===== config.mk =====
export PLATFORM = sky130hd
export DESIGN_NAME = rtc_calendar_engine
export DESIGN_NICKNAME = d
export VERILOG_FILES = /design/src/rtl/rtc_calendar_engine.sv
export SDC_FILE = /design/constraint.sdc
export NUM_CORES = 1
export LEC_CHECK = 0
export BUFFER_PORTS_ARGS = -buffer_cell sky130_fd_sc_hd__buf_2
export CAP_MARGIN = 20
export CORE_UTILIZATION = 40
export DETAILED_ROUTE_END_ITERATION = 10
export PLACE_DENSITY = 0.66
export SLEW_MARGIN = 25
export SYNTH_ARGS = -nofsm -noshare
export SYNTH_HDL_FRONTEND = slang
export SYNTH_SLANG_ARGS = --single-unit

===== constraint.sdc =====
create_clock -name clk -period 16.5 [get_ports clk]
set_clock_uncertainty 0.1 [all_clocks]
set_input_delay 0.825 -clock clk [delete_from_list [all_inputs] [get_ports clk]]
set_output_delay 0.825 -clock clk [all_outputs]
set_load 0.03 [all_outputs]

===== src/rtl/rtc_calendar_engine.sv =====
`timescale 1ns/1ps
module rtc_calendar_engine (
  input  logic       clk,
  input  logic       rst_n,
  input  logic       tick_1hz,
  input  logic       wr_en,
  input  logic [2:0] wr_addr,
  input  logic [7:0] wr_data,
  input  logic [2:0] rd_addr,
  output logic [7:0] rd_data,
  output logic       upd_done
);
  localparam logic [2:0] A_SEC = 3'd0, A_MIN = 3'd1, A_HOUR = 3'd2, A_DOW = 3'd3,
                         A_DATE = 3'd4, A_MON = 3'd5, A_YEAR = 3'd6, A_CTL = 3'd7;
  localparam logic [3:0] CTL_RST = 4'b0100;

  logic [7:0] sec_r, min_r, hour_r, dow_r, date_r, mon_r, year_r;
  logic [3:0] ctl_r;
  logic       fell_r;

  logic hold, bin, hr24, dst, upd;
  assign hold = ctl_r[0];
  assign bin  = ctl_r[1];
  assign hr24 = ctl_r[2];
  assign dst  = ctl_r[3];
  assign upd  = tick_1hz & ~hold & ~wr_en;

  function automatic logic [6:0] dec(input logic [7:0] v, input logic b);
    return b ? v[6:0] : (7'(v[7:4]) * 7'd10 + 7'(v[3:0]));
  endfunction

  function automatic logic [7:0] enc(input logic [6:0] n, input logic b);
    logic [6:0] q;
    q = n / 7'd10;
    return b ? {1'b0, n} : {q[3:0], 4'(n % 7'd10)};
  endfunction

  logic [6:0] s, m, h, h12raw, dw, d, mo, y, dim;
  logic [6:0] ns, nm, nh, ndw, nd, nmo, ny, nh12;
  logic       day_adv, at_159, spring, fall;
  logic [7:0] hbits, hour_next;

  assign s      = dec(sec_r, bin);
  assign m      = dec(min_r, bin);
  assign h12raw = dec({1'b0, hour_r[6:0]}, bin);
  assign h      = hr24 ? dec(hour_r, bin)
                       : ((h12raw == 7'd12 ? 7'd0 : h12raw) + (hour_r[7] ? 7'd12 : 7'd0));
  assign dw     = dow_r[6:0];
  assign d      = dec(date_r, bin);
  assign mo     = dec(mon_r, bin);
  assign y      = dec(year_r, bin);

  assign dim = (mo == 7'd2) ? ((y[1:0] == 2'd0) ? 7'd29 : 7'd28)
             : (mo == 7'd4 || mo == 7'd6 || mo == 7'd9 || mo == 7'd11) ? 7'd30 : 7'd31;

  assign at_159 = (h == 7'd1) && (m == 7'd59) && (s == 7'd59);
  assign spring = dst && at_159 && (mo == 7'd4) && (dw == 7'd1) && (d <= 7'd7);
  assign fall   = dst && at_159 && (mo == 7'd10) && (dw == 7'd1) && (d >= 7'd25) && !fell_r;

  always_comb begin
    ns = s + 7'd1; nm = m; nh = h; ndw = dw; nd = d; nmo = mo; ny = y;
    day_adv = 1'b0;
    if (s >= 7'd59) begin
      ns = 7'd0;
      nm = m + 7'd1;
      if (m >= 7'd59) begin
        nm = 7'd0;
        nh = h + 7'd1;
        if (h >= 7'd23) begin
          nh = 7'd0;
          day_adv = 1'b1;
        end
      end
    end
    if (spring) nh = 7'd3;
    if (fall)   nh = 7'd1;
    if (day_adv) begin
      ndw = (dw >= 7'd7) ? 7'd1 : dw + 7'd1;
      if (d >= dim) begin
        nd = 7'd1;
        if (mo >= 7'd12) begin
          nmo = 7'd1;
          ny  = (y >= 7'd99) ? 7'd0 : y + 7'd1;
        end else begin
          nmo = mo + 7'd1;
        end
      end else begin
        nd = d + 7'd1;
      end
    end
  end

  assign nh12      = (nh == 7'd0) ? 7'd12 : (nh > 7'd12 ? nh - 7'd12 : nh);
  assign hbits     = enc(nh12, bin);
  assign hour_next = hr24 ? enc(nh, bin) : {(nh >= 7'd12), hbits[6:0]};

  always_ff @(posedge clk or negedge rst_n) begin
    if (!rst_n) begin
      sec_r    <= 8'h00;
      min_r    <= 8'h00;
      hour_r   <= 8'h00;
      dow_r    <= 8'h01;
      date_r   <= 8'h01;
      mon_r    <= 8'h01;
      year_r   <= 8'h00;
      ctl_r    <= CTL_RST;
      fell_r   <= 1'b0;
      upd_done <= 1'b0;
    end else begin
      upd_done <= upd;
      if (wr_en) begin
        case (wr_addr)
          A_SEC:   sec_r  <= wr_data;
          A_MIN:   min_r  <= wr_data;
          A_HOUR:  hour_r <= wr_data;
          A_DOW:   dow_r  <= wr_data;
          A_DATE:  date_r <= wr_data;
          A_MON:   mon_r  <= wr_data;
          A_YEAR:  year_r <= wr_data;
          default: ctl_r  <= wr_data[3:0];
        endcase
      end else if (upd) begin
        sec_r  <= enc(ns, bin);
        min_r  <= enc(nm, bin);
        hour_r <= hour_next;
        dow_r  <= {1'b0, ndw};
        date_r <= enc(nd, bin);
        mon_r  <= enc(nmo, bin);
        year_r <= enc(ny, bin);
        if (fall)         fell_r <= 1'b1;
        else if (day_adv) fell_r <= 1'b0;
      end
    end
  end

  always_comb begin
    case (rd_addr)
      A_SEC:   rd_data = sec_r;
      A_MIN:   rd_data = min_r;
      A_HOUR:  rd_data = hour_r;
      A_DOW:   rd_data = dow_r;
      A_DATE:  rd_data = date_r;
      A_MON:   rd_data = mon_r;
      A_YEAR:  rd_data = year_r;
      default: rd_data = {4'b0000, ctl_r};
    endcase
  end
endmodule


==> impl_metrics.tcl <==
set metrics [dict create \
    start_util 0.408 \
    die_area_sq_um 26300 \
    wl_per_cell_microns 20.3 \
    cts_setup_buffers 0 \
    layoutNonFillerInstCount 1714 \
    cts.repair.resized 0 \
    final_common_cell "nand2_1" \
    reg2reg_depth 34 \
    nets 1476 \
    yosysWarnings 0 \
    synth_seq_cells 62 \
    place_area_sq_um 10600 \
    fillCellCount 2551 \
    synthesis.area_sq_um 10300 \
    die_w_microns 162 \
    dpl.cell_count 1697 \
    final_cell_mix "nand2_1 (180), nor2_1 (146), a21oi_1 (112)" \
    postRouteWirelength_microns 34800 \
    rrSetupSlack_ps 7360 \
    cp.arrival_ps 9270 \
    hold_depth 2 \
    hold_path_class "register to register" \
    timing.final.crit_period_ps 9140 \
    core_sq_um 25200 \
    fmax_mhz 109 \
    fp-row-count 58 \
    grt_pass1_vias 10046 \
    ys_types 109 \
    vias_per_cell 6.51 \
    wl_met1_microns 15400 \
    cts-buffers-inserted 9 \
    postCtsHoldBufs 0 \
    antenna_left 0 \
    clk_pin_slew_worst_paths_ps 70 \
    hold_viol_final 0 \
    cts_root_buf "clkbuf_16" \
    gp_congestion 0.915 \
    crit_top_cell "ha_1" \
    max-clock-path-buffers 2 \
    max_stage_delay_ps 630 \
    grtUsageTotal 0.265 \
    max_slew_margin 0.307 \
    cts_sinks 62 \
    status "complete, no violations" \
    dr.max_layer_used "met4" \
    n_antenna_cell 0 \
    grt_max_degree 67 \
    cts_tree "yes" \
    crit_type "register to register" \
    tns_ps 0 \
    reg2reg_to "hour_r[2]" \
    path_max_fanout 21 \
    end_kind "register" \
    synth_edf_count 0 \
    drive_above_1_share 0.110 \
    critPathRequiredTime_ps 16630 \
    antenna_found_initial 0 \
    clock_latency_ps 350 \
    hold_start "dow_r[3]" \
    critPathLaunchType "register" \
    io_buffers 26 \
    syn-num-nets 1494 \
    min_period_over_period 0.554 \
    route.met2.wl_microns 16000 \
    yosysSeqAreaShare 0.151 \
    tightest_slew_ps 1040 \
    htreeDepth 3 \
    synth_ff_type "dfrtp_1" \
    die_y_microns 162 \
    slowest_stage "nor4b_4" \
    wl_met3_microns 2480 \
    rsz0062_at_grt "false" \
    setup_viol 0 \
    synthToLayoutAreaGrowth_pct 6.10 \
    first_iter_violations 1376 \
    globalRouteOverflowTotal 0 \
    drcViolationCount 0 \
    synth_cells 1397 \
    avgSynthCellArea_sq_um 7.35 \
    grt_pass1_wl_microns 55800 \
    drt_pass1_iterations 5 \
    slew_violations 0 \
    min_to "dow_r[3]" \
    boundaryPins 27 \
    cap_violations 0 \
    num_vias 11164 \
    final_cell_area_sq_um 10900 \
    rr_startpoint "hour_r[4]" \
    synthArstFlopShare 1.00 \
    dpl.hpwl_microns 26000 \
]
critical path, delay by kind of cell, from the launching register on:
family / cells / cell delay [ps]
AO/OA/AOI/OAI: 11 / 2390
AND/OR/NAND/NOR: 11 / 2850
XOR/XNOR: 1 / 170
buffers and inverters: 3 / 480
flip-flops: 1 / 540
multiplexers: 2 / 600
adder cells (fa/ha/maj): 6 / 1890
cell type report:
type | count | area [sq um] | area share
clock buffers | 9 | 225 | 0.0207
clock inverters | 7 | 51.3 | 0.00471
inverters | 43 | 164 | 0.0150
multi-input cells | 1220 | 8230 | 0.755
flip-flops and latches | 62 | 1560 | 0.143
well taps | 330 | 413 | 0.0379
repair buffers | 43 | 255 | 0.0234
logic make-up after synthesis:
group	count (synthesis)	synth area share
fa+ha+maj	81	0.108
compound gates	496	0.346
flops	62	0.151
buf+inv	115	0.0490
mux	48	0.0526
xor+xnor	50	0.0426
simple gates	545	0.250
flip-flops by register name, indices dropped and copies added, names as in the netlist:
signal    count
mon_r         8
dow_r         8
min_r         8
fell_r        1
sec_r         8
year_r        8
hour_r        8
ctl_r         4
date_r        8
upd_done      1
how the worst max path moves through the flow:
| stage | startpoint | to | slack [ps] | depth (start not counted) |
|---|---|---|---|---|
| 6_report | hour_r[4] | hour_r[2] | 7360 | 34 |
| 5_1_grt | hour_r[4] | hour_r[2] | 6670 | 34 |
| 4_1_cts | hour_r[4] | hour_r[2] | 7450 | 34 |
| 3_5_place_dp | hour_r[4] | hour_r[2] | 7490 | 34 |
| 3_3_place_gp | hour_r[4] | hour_r[2] | 7670 | 34 |
| 2_1_floorplan | hour_r[4] | hour_r[2] | 8420 | 34 |
routing by layer:
metal  vias up  track usage
met4         0       0.0763
met1      5392        0.364
li1       5259            -
met2       457        0.428
met5         -            0
met3        56       0.0403
per-stage QoR:
stage	utilization	hold WS (ps)	setup WS, ps
2_1_floorplan	-	363	8420
3_5_place_dp	0.422	404	7490
5_1_grt	0.433	458	6670
3_3_place_gp	0.422	387	7670
6_report	0.433	427	7360
4_1_cts	0.433	418	7450
cell usage after synthesis, types with 22 or more instances:
cell type / instances / area (sq um)
nor2_1: 146 / 548
a21oi_1: 113 / 566
o21ai_0: 84 / 420
clkbuf_1: 47 / 176
o211ai_1: 24 / 180
nor3_1: 41 / 205
dfrtp_1: 58 / 1450
nand2_1: 180 / 676
mux2_2: 24 / 270
a31oi_1: 27 / 169
inv_1: 39 / 146
ha_1: 66 / 826
xnor2_1: 42 / 368
nand3_1: 53 / 265
a211oi_1: 33 / 248
o31ai_1: 22 / 165
Power is left out: the tool's default activity adds up to more than one toggle a clock period on the data nets, which glitch-free logic cannot reach.
